===== src/rtl/sp_pkg.sv =====
package sp_pkg;
  localparam int unsigned SP_DATA_W = 8;
  localparam int unsigned SP_OSR    = 16;
  localparam int unsigned SP_M0_DIV = 12;

  typedef enum logic {
    MODE_SHIFT = 1'b0,
    MODE_FRAME = 1'b1
  } sp_mode_e;

  typedef enum logic [1:0] {
    SH_IDLE = 2'd0,
    SH_TX   = 2'd1,
    SH_RX   = 2'd2
  } sh_state_e;
endpackage


===== src/rtl/sp_tick_gen.sv =====
module sp_tick_gen (
  input  logic clk,
  input  logic rst_n,
  input  logic baud_tick,
  input  logic smod,
  input  logic alt_src,
  output logic os_tick
);
  logic half_q, half_d;

  always_comb begin
    half_d = half_q;
    if (baud_tick) half_d = ~half_q;
  end

  always_ff @(posedge clk or negedge rst_n) begin
    if (!rst_n) half_q <= 1'b0;
    else        half_q <= half_d;
  end

  // every strobe counts when doubled or fed from the fast source, else every second one
  assign os_tick = baud_tick & (smod | alt_src | half_q);
endmodule


===== src/rtl/sp_frame_tx.sv =====
module sp_frame_tx #(
  parameter int unsigned DATA_W = 8,
  parameter int unsigned OSR    = 16
) (
  input  logic              clk,
  input  logic              rst_n,
  input  logic              os_tick,
  input  logic              start,
  input  logic [DATA_W-1:0] data,
  output logic              line,
  output logic              busy,
  output logic              done
);
  localparam int unsigned FRAME_W = DATA_W + 2;
  localparam int unsigned CW      = $clog2(OSR);
  localparam int unsigned BW      = $clog2(FRAME_W);

  logic [FRAME_W-1:0] sh_q, sh_d;
  logic [CW-1:0]      os_q, os_d;
  logic [BW-1:0]      bit_q, bit_d;
  logic               busy_q, busy_d;

  always_comb begin
    sh_d   = sh_q;
    os_d   = os_q;
    bit_d  = bit_q;
    busy_d = busy_q;
    done   = 1'b0;
    if (!busy_q) begin
      if (start) begin
        sh_d   = {1'b1, data, 1'b0};
        os_d   = '0;
        bit_d  = '0;
        busy_d = 1'b1;
      end
    end else if (os_tick) begin
      if (os_q == CW'(OSR - 1)) begin
        os_d = '0;
        sh_d = {1'b1, sh_q[FRAME_W-1:1]};
        if (bit_q == BW'(FRAME_W - 1)) begin
          busy_d = 1'b0;
          done   = 1'b1;
        end else begin
          bit_d = bit_q + BW'(1);
        end
      end else begin
        os_d = os_q + CW'(1);
      end
    end
  end

  always_ff @(posedge clk or negedge rst_n) begin
    if (!rst_n) begin
      sh_q   <= '1;
      os_q   <= '0;
      bit_q  <= '0;
      busy_q <= 1'b0;
    end else begin
      sh_q   <= sh_d;
      os_q   <= os_d;
      bit_q  <= bit_d;
      busy_q <= busy_d;
    end
  end

  assign line = busy_q ? sh_q[0] : 1'b1;
  assign busy = busy_q;
endmodule


===== src/rtl/sp_frame_rx.sv =====
module sp_frame_rx #(
  parameter int unsigned DATA_W = 8,
  parameter int unsigned OSR    = 16
) (
  input  logic              clk,
  input  logic              rst_n,
  input  logic              os_tick,
  input  logic              enable,
  input  logic              rxd,
  output logic              load,
  output logic [DATA_W-1:0] data,
  output logic              stop_bit,
  output logic              busy
);
  localparam int unsigned FRAME_W = DATA_W + 2;
  localparam int unsigned CW      = $clog2(OSR);
  localparam int unsigned BW      = $clog2(FRAME_W);
  localparam int unsigned MID     = OSR / 2;

  logic              s1_q, rx_q;
  logic              busy_q, busy_d;
  logic [CW-1:0]     os_q, os_d;
  logic [BW-1:0]     bit_q, bit_d;
  logic [1:0]        vote_q, vote_d;
  logic [DATA_W-1:0] sh_q, sh_d;
  logic              stop_q, stop_d;
  logic              bit_val;

  // two of three samples decide
  assign bit_val = (vote_q[0] & vote_q[1]) | (vote_q[0] & rx_q) | (vote_q[1] & rx_q);

  always_comb begin
    busy_d = busy_q;
    os_d   = os_q;
    bit_d  = bit_q;
    vote_d = vote_q;
    sh_d   = sh_q;
    stop_d = stop_q;
    load   = 1'b0;
    if (!busy_q) begin
      if (enable && os_tick && !rx_q) begin
        busy_d = 1'b1;
        os_d   = '0;
        bit_d  = '0;
      end
    end else if (!enable) begin
      busy_d = 1'b0;
    end else if (os_tick) begin
      os_d = (os_q == CW'(OSR - 1)) ? '0 : os_q + CW'(1);
      if (os_q == CW'(MID - 2)) vote_d[0] = rx_q;
      if (os_q == CW'(MID - 1)) vote_d[1] = rx_q;
      if (os_q == CW'(MID)) begin
        if (bit_q == '0) begin
          if (bit_val) busy_d = 1'b0;
        end else if (bit_q == BW'(FRAME_W - 1)) begin
          busy_d = 1'b0;
          stop_d = bit_val;
          load   = 1'b1;
        end else begin
          sh_d = {bit_val, sh_q[DATA_W-1:1]};
        end
      end
      if (os_q == CW'(OSR - 1)) bit_d = bit_q + BW'(1);
    end
  end

  always_ff @(posedge clk or negedge rst_n) begin
    if (!rst_n) begin
      s1_q   <= 1'b1;
      rx_q   <= 1'b1;
      busy_q <= 1'b0;
      os_q   <= '0;
      bit_q  <= '0;
      vote_q <= '0;
      sh_q   <= '0;
      stop_q <= 1'b0;
    end else begin
      s1_q   <= rxd;
      rx_q   <= s1_q;
      busy_q <= busy_d;
      os_q   <= os_d;
      bit_q  <= bit_d;
      vote_q <= vote_d;
      sh_q   <= sh_d;
      stop_q <= stop_d;
    end
  end

  assign data     = sh_d;
  assign stop_bit = stop_d;
  assign busy     = busy_q;
endmodule


===== src/rtl/sp_shift_engine.sv =====
module sp_shift_engine
  import sp_pkg::*;
#(
  parameter int unsigned DATA_W = 8,
  parameter int unsigned DIV    = 12
) (
  input  logic              clk,
  input  logic              rst_n,
  input  logic              enable,
  input  logic              wr_start,
  input  logic [DATA_W-1:0] wr_data,
  input  logic              rx_go,
  input  logic              rxd_in,
  output logic              sclk,
  output logic              dout,
  output logic              tx_act,
  output logic              rx_act,
  output logic              tx_done,
  output logic              rx_done,
  output logic [DATA_W-1:0] rx_data
);
  localparam int unsigned PW = $clog2(DIV);
  localparam int unsigned BW = $clog2(DATA_W);

  sh_state_e         state_q, state_d;
  logic [PW-1:0]     ph_q, ph_d;
  logic [BW-1:0]     bit_q, bit_d;
  logic [DATA_W-1:0] sh_q, sh_d;

  always_comb begin
    state_d = state_q;
    ph_d    = ph_q;
    bit_d   = bit_q;
    sh_d    = sh_q;
    tx_done = 1'b0;
    rx_done = 1'b0;
    if (state_q == SH_IDLE) begin
      if (enable && (wr_start || rx_go)) begin
        state_d = wr_start ? SH_TX : SH_RX;
        sh_d    = wr_start ? wr_data : sh_q;
        ph_d    = '0;
        bit_d   = '0;
      end
    end else if (!enable) begin
      state_d = SH_IDLE;
    end else begin
      // receive samples as the clock rises
      if (state_q == SH_RX && ph_q == PW'(DIV / 2 - 1)) sh_d = {rxd_in, sh_q[DATA_W-1:1]};
      if (ph_q == PW'(DIV - 1)) begin
        ph_d = '0;
        if (state_q == SH_TX) sh_d = {1'b0, sh_q[DATA_W-1:1]};
        if (bit_q == BW'(DATA_W - 1)) begin
          state_d = SH_IDLE;
          tx_done = (state_q == SH_TX);
          rx_done = (state_q == SH_RX);
        end else begin
          bit_d = bit_q + BW'(1);
        end
      end else begin
        ph_d = ph_q + PW'(1);
      end
    end
  end

  always_ff @(posedge clk or negedge rst_n) begin
    if (!rst_n) begin
      state_q <= SH_IDLE;
      ph_q    <= '0;
      bit_q   <= '0;
      sh_q    <= '0;
    end else begin
      state_q <= state_d;
      ph_q    <= ph_d;
      bit_q   <= bit_d;
      sh_q    <= sh_d;
    end
  end

  assign tx_act  = (state_q == SH_TX);
  assign rx_act  = (state_q == SH_RX);
  assign sclk    = !((tx_act || rx_act) && (ph_q < PW'(DIV / 2)));
  assign dout    = tx_act ? sh_q[0] : 1'b1;
  assign rx_data = sh_q;
endmodule


===== src/rtl/serial_port_core.sv =====
module serial_port_core
  import sp_pkg::*;
#(
  parameter int unsigned DATA_W = SP_DATA_W,
  parameter int unsigned OSR    = SP_OSR,
  parameter int unsigned M0_DIV = SP_M0_DIV
) (
  input  logic              clk,
  input  logic              rst_n,
  input  logic              frame_mode,
  input  logic              smod,
  input  logic              alt_src,
  input  logic              baud_tick,
  input  logic              wr_en,
  input  logic [DATA_W-1:0] wr_data,
  output logic [DATA_W-1:0] rd_data,
  input  logic              rx_en,
  input  logic              ti_clr,
  input  logic              ri_clr,
  output logic              ti,
  output logic              ri,
  output logic              rb8,
  output logic              txd_out,
  input  logic              rxd_in,
  output logic              rxd_out,
  output logic              rxd_oe
);
  logic              rst_meta, srst_n;
  sp_mode_e          mode_e;
  logic              os_tick;
  logic              f_line, f_tx_busy, f_tx_done;
  logic              f_load, f_stop, f_rx_busy;
  logic [DATA_W-1:0] f_data;
  logic              m0_sclk, m0_dout, m0_tx_act, m0_rx_act, m0_tx_done, m0_rx_done;
  logic [DATA_W-1:0] m0_data;
  logic              ti_q, ti_d, ri_q, ri_d, rb8_q, rb8_d;
  logic [DATA_W-1:0] rbuf_q, rbuf_d;
  logic              in_frame;

  always_ff @(posedge clk or negedge rst_n) begin
    if (!rst_n) {srst_n, rst_meta} <= 2'b00;
    else        {srst_n, rst_meta} <= {rst_meta, 1'b1};
  end

  assign mode_e   = sp_mode_e'(frame_mode);
  assign in_frame = (mode_e == MODE_FRAME);

  sp_tick_gen i_tick (
    .clk(clk), .rst_n(srst_n), .baud_tick(baud_tick), .smod(smod),
    .alt_src(alt_src), .os_tick(os_tick)
  );

  sp_frame_tx #(.DATA_W(DATA_W), .OSR(OSR)) i_ftx (
    .clk(clk), .rst_n(srst_n), .os_tick(os_tick),
    .start(wr_en && in_frame), .data(wr_data),
    .line(f_line), .busy(f_tx_busy), .done(f_tx_done)
  );

  sp_frame_rx #(.DATA_W(DATA_W), .OSR(OSR)) i_frx (
    .clk(clk), .rst_n(srst_n), .os_tick(os_tick), .enable(in_frame),
    .rxd(rxd_in), .load(f_load), .data(f_data), .stop_bit(f_stop), .busy(f_rx_busy)
  );

  sp_shift_engine #(.DATA_W(DATA_W), .DIV(M0_DIV)) i_shift (
    .clk(clk), .rst_n(srst_n), .enable(!in_frame), .wr_start(wr_en),
    .wr_data(wr_data), .rx_go(rx_en && !ri_q), .rxd_in(rxd_in),
    .sclk(m0_sclk), .dout(m0_dout), .tx_act(m0_tx_act), .rx_act(m0_rx_act),
    .tx_done(m0_tx_done), .rx_done(m0_rx_done), .rx_data(m0_data)
  );

  always_comb begin
    ti_d   = ti_q;
    ri_d   = ri_q;
    rb8_d  = rb8_q;
    rbuf_d = rbuf_q;
    if (ti_clr) ti_d = 1'b0;
    if (f_tx_done || m0_tx_done) ti_d = 1'b1;
    if (ri_clr) ri_d = 1'b0;
    if ((f_load || m0_rx_done) && !ri_q) begin
      ri_d   = 1'b1;
      rbuf_d = f_load ? f_data : m0_data;
      if (f_load) rb8_d = f_stop;
    end
  end

  always_ff @(posedge clk or negedge srst_n) begin
    if (!srst_n) begin
      ti_q   <= 1'b0;
      ri_q   <= 1'b0;
      rb8_q  <= 1'b0;
      rbuf_q <= '0;
    end else begin
      ti_q   <= ti_d;
      ri_q   <= ri_d;
      rb8_q  <= rb8_d;
      rbuf_q <= rbuf_d;
    end
  end

  assign ti      = ti_q;
  assign ri      = ri_q;
  assign rb8     = rb8_q;
  assign rd_data = rbuf_q;
  assign txd_out = in_frame ? f_line : m0_sclk;
  assign rxd_out = m0_dout;
  assign rxd_oe  = m0_tx_act && !in_frame;
endmodule


===== config.mk =====
export PLATFORM = sky130hd
export DESIGN_NAME = serial_port_core
export DESIGN_NICKNAME = d
export VERILOG_FILES = /design/src/rtl/sp_pkg.sv /design/src/rtl/sp_tick_gen.sv /design/src/rtl/sp_frame_tx.sv /design/src/rtl/sp_frame_rx.sv /design/src/rtl/sp_shift_engine.sv /design/src/rtl/serial_port_core.sv
export SDC_FILE = /design/constraint.sdc
export NUM_CORES = 1
export LEC_CHECK = 0
export ABC_AREA = 1
export BUFFER_PORTS_ARGS = -buffer_cell sky130_fd_sc_hd__clkbuf_2
export CORE_ASPECT_RATIO = 1.1
export CORE_MARGIN = 1.5
export CORE_UTILIZATION = 40
export DETAILED_ROUTE_END_ITERATION = 10
export PLACE_DENSITY = 0.65
export SYNTH_ARGS = -nofsm -noshare
export SYNTH_HDL_FRONTEND = slang
export SYNTH_SLANG_ARGS = --single-unit

===== constraint.sdc =====
create_clock -name clk -period 3.24 [get_ports clk]
set_clock_uncertainty 0.2 [all_clocks]
set_input_delay 0.648 -clock clk [delete_from_list [all_inputs] [get_ports clk]]
set_output_delay 0.648 -clock clk [all_outputs]
set_load 0.01 [all_outputs]

==> impl_results.rst <==
.. list-table::
   :header-rows: 1

   * - Metric
     - Value
   * - Number of nets produced by synthesis
     - 480
   * - Standard cell area after detailed placement
     - 4030 um2
   * - Via density per instance
     - 5.05
   * - Number of filler cells placed in the layout
     - 920
   * - Cell chosen for the clock root
     - clkbuf_8
   * - Utilization after layout
     - 46.0%
   * - Routed wire length per instance
     - 12.4 um
   * - Max-capacitance violation count
     - 0
   * - Number of enable-type register cells in the synthesized netlist
     - 0
   * - Core Region
     - 9260 um2
   * - GR Layer Usage met2
     - 25.7%
   * - H-tree levels
     - 3
   * - Routed Wire Length
     - 7460 um
   * - Register share of total power
     - 45.8%
   * - Last weighted congestion value of the routability-driven placer
     - 0.886
   * - Antenna Nets Post-Route
     - 0
   * - Setup CP Type
     - reg -> out
   * - Cells along the critical path
     - inv_2, nor3_1, a41oi_1, clkbuf_2
   * - Maximum ir drop on the vdd rail
     - 335 uV
   * - Via total after detailed routing
     - 3041
   * - Slew Limit Headroom
     - 62.3%
   * - Maximum number of pins on one net before global-route repair
     - 70
   * - Post-route total power
     - 0.00281 W
   * - Worst reg-to-reg path cell count
     - 6
   * - Master of the slowest instance on the critical path
     - dfrtp_1
   * - Register-to-register setup slack
     - 1.07 ns
   * - Count of yosys warnings during synthesis
     - 0
   * - Internal portion of total power
     - 0.00189 W
   * - Cell area after synthesis
     - 3780 um2
   * - Share of synthesized area occupied by flip-flops and latches
     - 47.4%
   * - Setup crit end kind
     - primary output
   * - Post-layout min period
     - 2.38 ns
   * - Bufs and invs on worst path
     - 2
   * - DRC errors left
     - 0
   * - RSZ-0062 raised after global routing
     - false
   * - Mean area per synthesized cell
     - 8.49 um2
   * - Max-slew violation count
     - 0
   * - Global routing usage on met3
     - 3.57%
   * - Combined area of the multi-input logic cells
     - 1710 um2
   * - Reported leakage power
     - 2.12 nW
   * - Slowest Stage Delay on Critical Path
     - 0.50 ns
   * - GRT overflow
     - 0
   * - Horiz. Die Dim
     - 95.7 um
   * - Cell variety after synth
     - 39
   * - Layout cell share with drive strength beyond 1
     - 19.8%
   * - Highest clock rate
     - 420 MHz
   * - Worst r2r src
     - i_ftx.busy
   * - Async set-reset flop share out of synthesis
     - 100%
   * - Combinational Power Share
     - 25.9%
   * - Number of flip-flops and latches in the synthesized netlist
     - 71
   * - Clock transition at the registers of the reported paths
     - 0.08 ns
   * - Number of placed I/O pins
     - 33
   * - Number of global-route vias before repair
     - 2956
   * - Data required time at the worst endpoint
     - 2.39 ns
   * - Fraction of power spent switching nets
     - 32.8%
   * - Clock network latency to the later pin of the worst-skew pair
     - 0.34 ns
   * - Overall Global Routing Usage
     - 16.9%
   * - Most frequently used flop master after synthesis
     - dfrtp_1
   * - Number of detailed-routing iterations run before antenna repair
     - 4
   * - Crit Path Max Fanout
     - 19
   * - Classification of the worst-slack hold path
     - reg -> async
   * - Reg2reg end
     - i_ftx.bit_q[1]
   * - Switch Pwr
     - 0.000919 W
   * - Clk sink count
     - 71
   * - Longest Clk Path Bufs
     - 2
   * - Number of instances resized during post-cts repair
     - 0
   * - Clock tree from TritonCTS
     - done
   * - Fin nets
     - 515
   * - Number of cells produced by synthesis
     - 445
   * - Total CTS buffers
     - 9
   * - Final setup violating endpoints
     - 0
   * - Crit path max-delay family
     - flip-flops
   * - Antenna violations before repair
     - 0
   * - Chip Height
     - 105 um
   * - Post-Route Setup TNS
     - 0 ns
   * - Result of the run
     - finished, final reports clean
   * - Share of the clock period used by the worst path after layout
     - 73.5%
   * - Final Hold Fails
     - 0
   * - Initial Utilization
     - 40.8%
   * - Detail Placement HPWL
     - 5360 um
   * - Row count
     - 37
   * - Pwr/cell area
     - 658 nW/um2
   * - Buffers added on ports
     - 32
   * - Proportion of power drawn by the clock network
     - 28.3%
   * - Layer carrying the most global-route usage
     - met2
   * - Overall die area
     - 10000 um2
   * - Starting DRT DRC Count
     - 161
   * - Met1 track utilization from global routing
     - 23.8%
   * - Post-Layout Inst Area
     - 4260 um2
   * - Wire length of the first global-routing pass
     - 13500 um
   * - Combined flip-flop and latch cell area
     - 1790 um2
   * - Crit path launch type
     - flop
   * - Endpoint arrival time on the critical path
     - 1.53 ns
   * - Worst-Margin Slew
     - 0.565 ns
   * - Area grow syn2layout
     - 12.8%
   * - Diode insertion count for antenna repair
     - 0
[state kept, by name, indices dropped and copies added, names as in the netlist]
name             cells
i_ftx.busy           1
i_shift.ph_q         4
rst_meta             1
i_frx.sh_q           8
i_tick.half_q        1
i_frx.vote_q         2
i_frx.s1_q           1
ri                   1
i_shift.rx_data      8
i_frx.rx_q           1
i_shift.state_q      2
i_frx.bit_q          4
rb8                  1
i_frx.os_q           4
i_frx.stop_q         1
i_ftx.sh_q           9
i_frx.busy           1
srst_n               1
i_ftx.os_q           4
i_ftx.bit_q          4
i_shift.bit_q        3
rd_data              8
ti                   1
[power by group through the flow]
stage | clock network (W) | logic [W] | registers, W
detailed placement | 0 | 0.000736 | 0.00130
global route | 0.000853 | 0.000851 | 0.00132
floorplan | 0 | 0.000580 | 0.00127
global placement | 0 | 0.000716 | 0.00129
CTS | 0.000814 | 0.000742 | 0.00128
finish | 0.000794 | 0.000728 | 0.00128
[layout make-up]
| cell class | count | area share, % |
|---|---|---|
| repair buffers | 34 | 4.46 |
| well taps | 117 | 3.43 |
| multi-input cells | 312 | 40.1 |
| clock inverters | 3 | 1.53 |
| inverters | 52 | 4.70 |
| flip-flops and latches | 71 | 42.0 |
| clock buffers | 13 | 3.73 |
[synth_stat cells, types with 5 or more instances]
| cell | n | area (um2) |
|---|---|---|
| o21ai_0 | 22 | 110 |
| nor2_4 | 5 | 56.3 |
| dfstp_2 | 11 | 289 |
| nand2_1 | 110 | 413 |
| a21oi_1 | 23 | 115 |
| nand3b_1 | 5 | 37.5 |
| nand3_1 | 48 | 240 |
| dfrtp_1 | 60 | 1500 |
| or2_2 | 5 | 31.3 |
| inv_1 | 44 | 165 |
| buf_6 | 5 | 56.3 |
| o211ai_1 | 9 | 67.6 |
| inv_2 | 6 | 22.5 |
| nor2_1 | 16 | 60.1 |
| o21ai_1 | 11 | 55.1 |
| nand2_2 | 5 | 31.3 |
| ha_1 | 16 | 200 |
[cell families after synthesis]
| kind of cell | share of synthesized area, % |
|---|---|
| xor gates and xnor gates | 1.16 |
| DFF | 47.4 |
| buffers and inverters | 7.38 |
| and+or+nand+nor | 26.4 |
| other | 0.0992 |
| adders and majority gates | 5.30 |
| AOI/OAI and AO/OA | 12.3 |
[worst max-delay path by stage]
stage / slack (ns) / endpoint / startpoint / cells after the start
global placement: 0.94 / i_ftx.bit_q[1] / baud_tick / 7
detailed placement: 0.91 / i_ftx.bit_q[2] / baud_tick / 7
global route: 0.77 / txd_out / i_ftx.busy / 4
floorplan: 0.94 / i_frx.bit_q[0] / srst_n / 0
CTS: 0.85 / txd_out / i_ftx.busy / 4
finish: 0.86 / txd_out / i_ftx.busy / 4
[layout by cell type, fill, tap and decap left out, types with 2 or more instances in the layout]
| master | count |
|---|---|
| nand2_1 | 110 |
| dfrtp_1 | 59 |
| nand3_1 | 48 |
| inv_1 | 44 |
| clkbuf_2 | 32 |
| a21oi_1 | 23 |
| o21ai_0 | 22 |
| nor2_1 | 16 |
| ha_1 | 16 |
| o21ai_1 | 11 |
| clkbuf_8 | 11 |
| dfstp_2 | 11 |
| o211ai_1 | 9 |
| inv_2 | 6 |
| nand2_2 | 5 |
| nor2_4 | 5 |
| nand3b_1 | 5 |
| or2_2 | 5 |
| nor2_2 | 4 |
| nor3_1 | 4 |
| xor2_1 | 4 |
| nand3_2 | 3 |
| nand4_1 | 3 |
| o22ai_1 | 3 |
| inv_4 | 2 |
| nand2_4 | 2 |
| a31oi_1 | 2 |
| a21oi_2 | 2 |
| bufinv_16 | 2 |
| clkbuf_1 | 2 |
[metal layers]
metal	vias to the layer above	routed length [um]
met1	1451	3550
li1	1534	-
met4	0	157
met2	45	3500
met3	11	253
met5	-	0
[repair_timing]
action,CTS,global route
endpoints found under the hold margin,2,0
setup buffers,0,0
hold buffers,1,0
[through the flow]
stage	hold WS, ns	setup WS (ns)	cells
after detailed placement	0.108	0.907	585
after floorplan	0.131	0.936	445
after CTS	0.114	0.847	602
after global routing	0.129	0.774	602
after global placement	0.104	0.944	585
final	0.0703	0.857	602
[worst reg2reg max path: stages (launching register included)]
cell and delay (ns):
dfrtp_1 0.50, inv_2 0.30, nand3_1 0.19, a21oi_2 0.50
nand2_2 0.21, nand2_1 0.10, o21ai_1 0.06
Power figures use the tool's default switching activity.
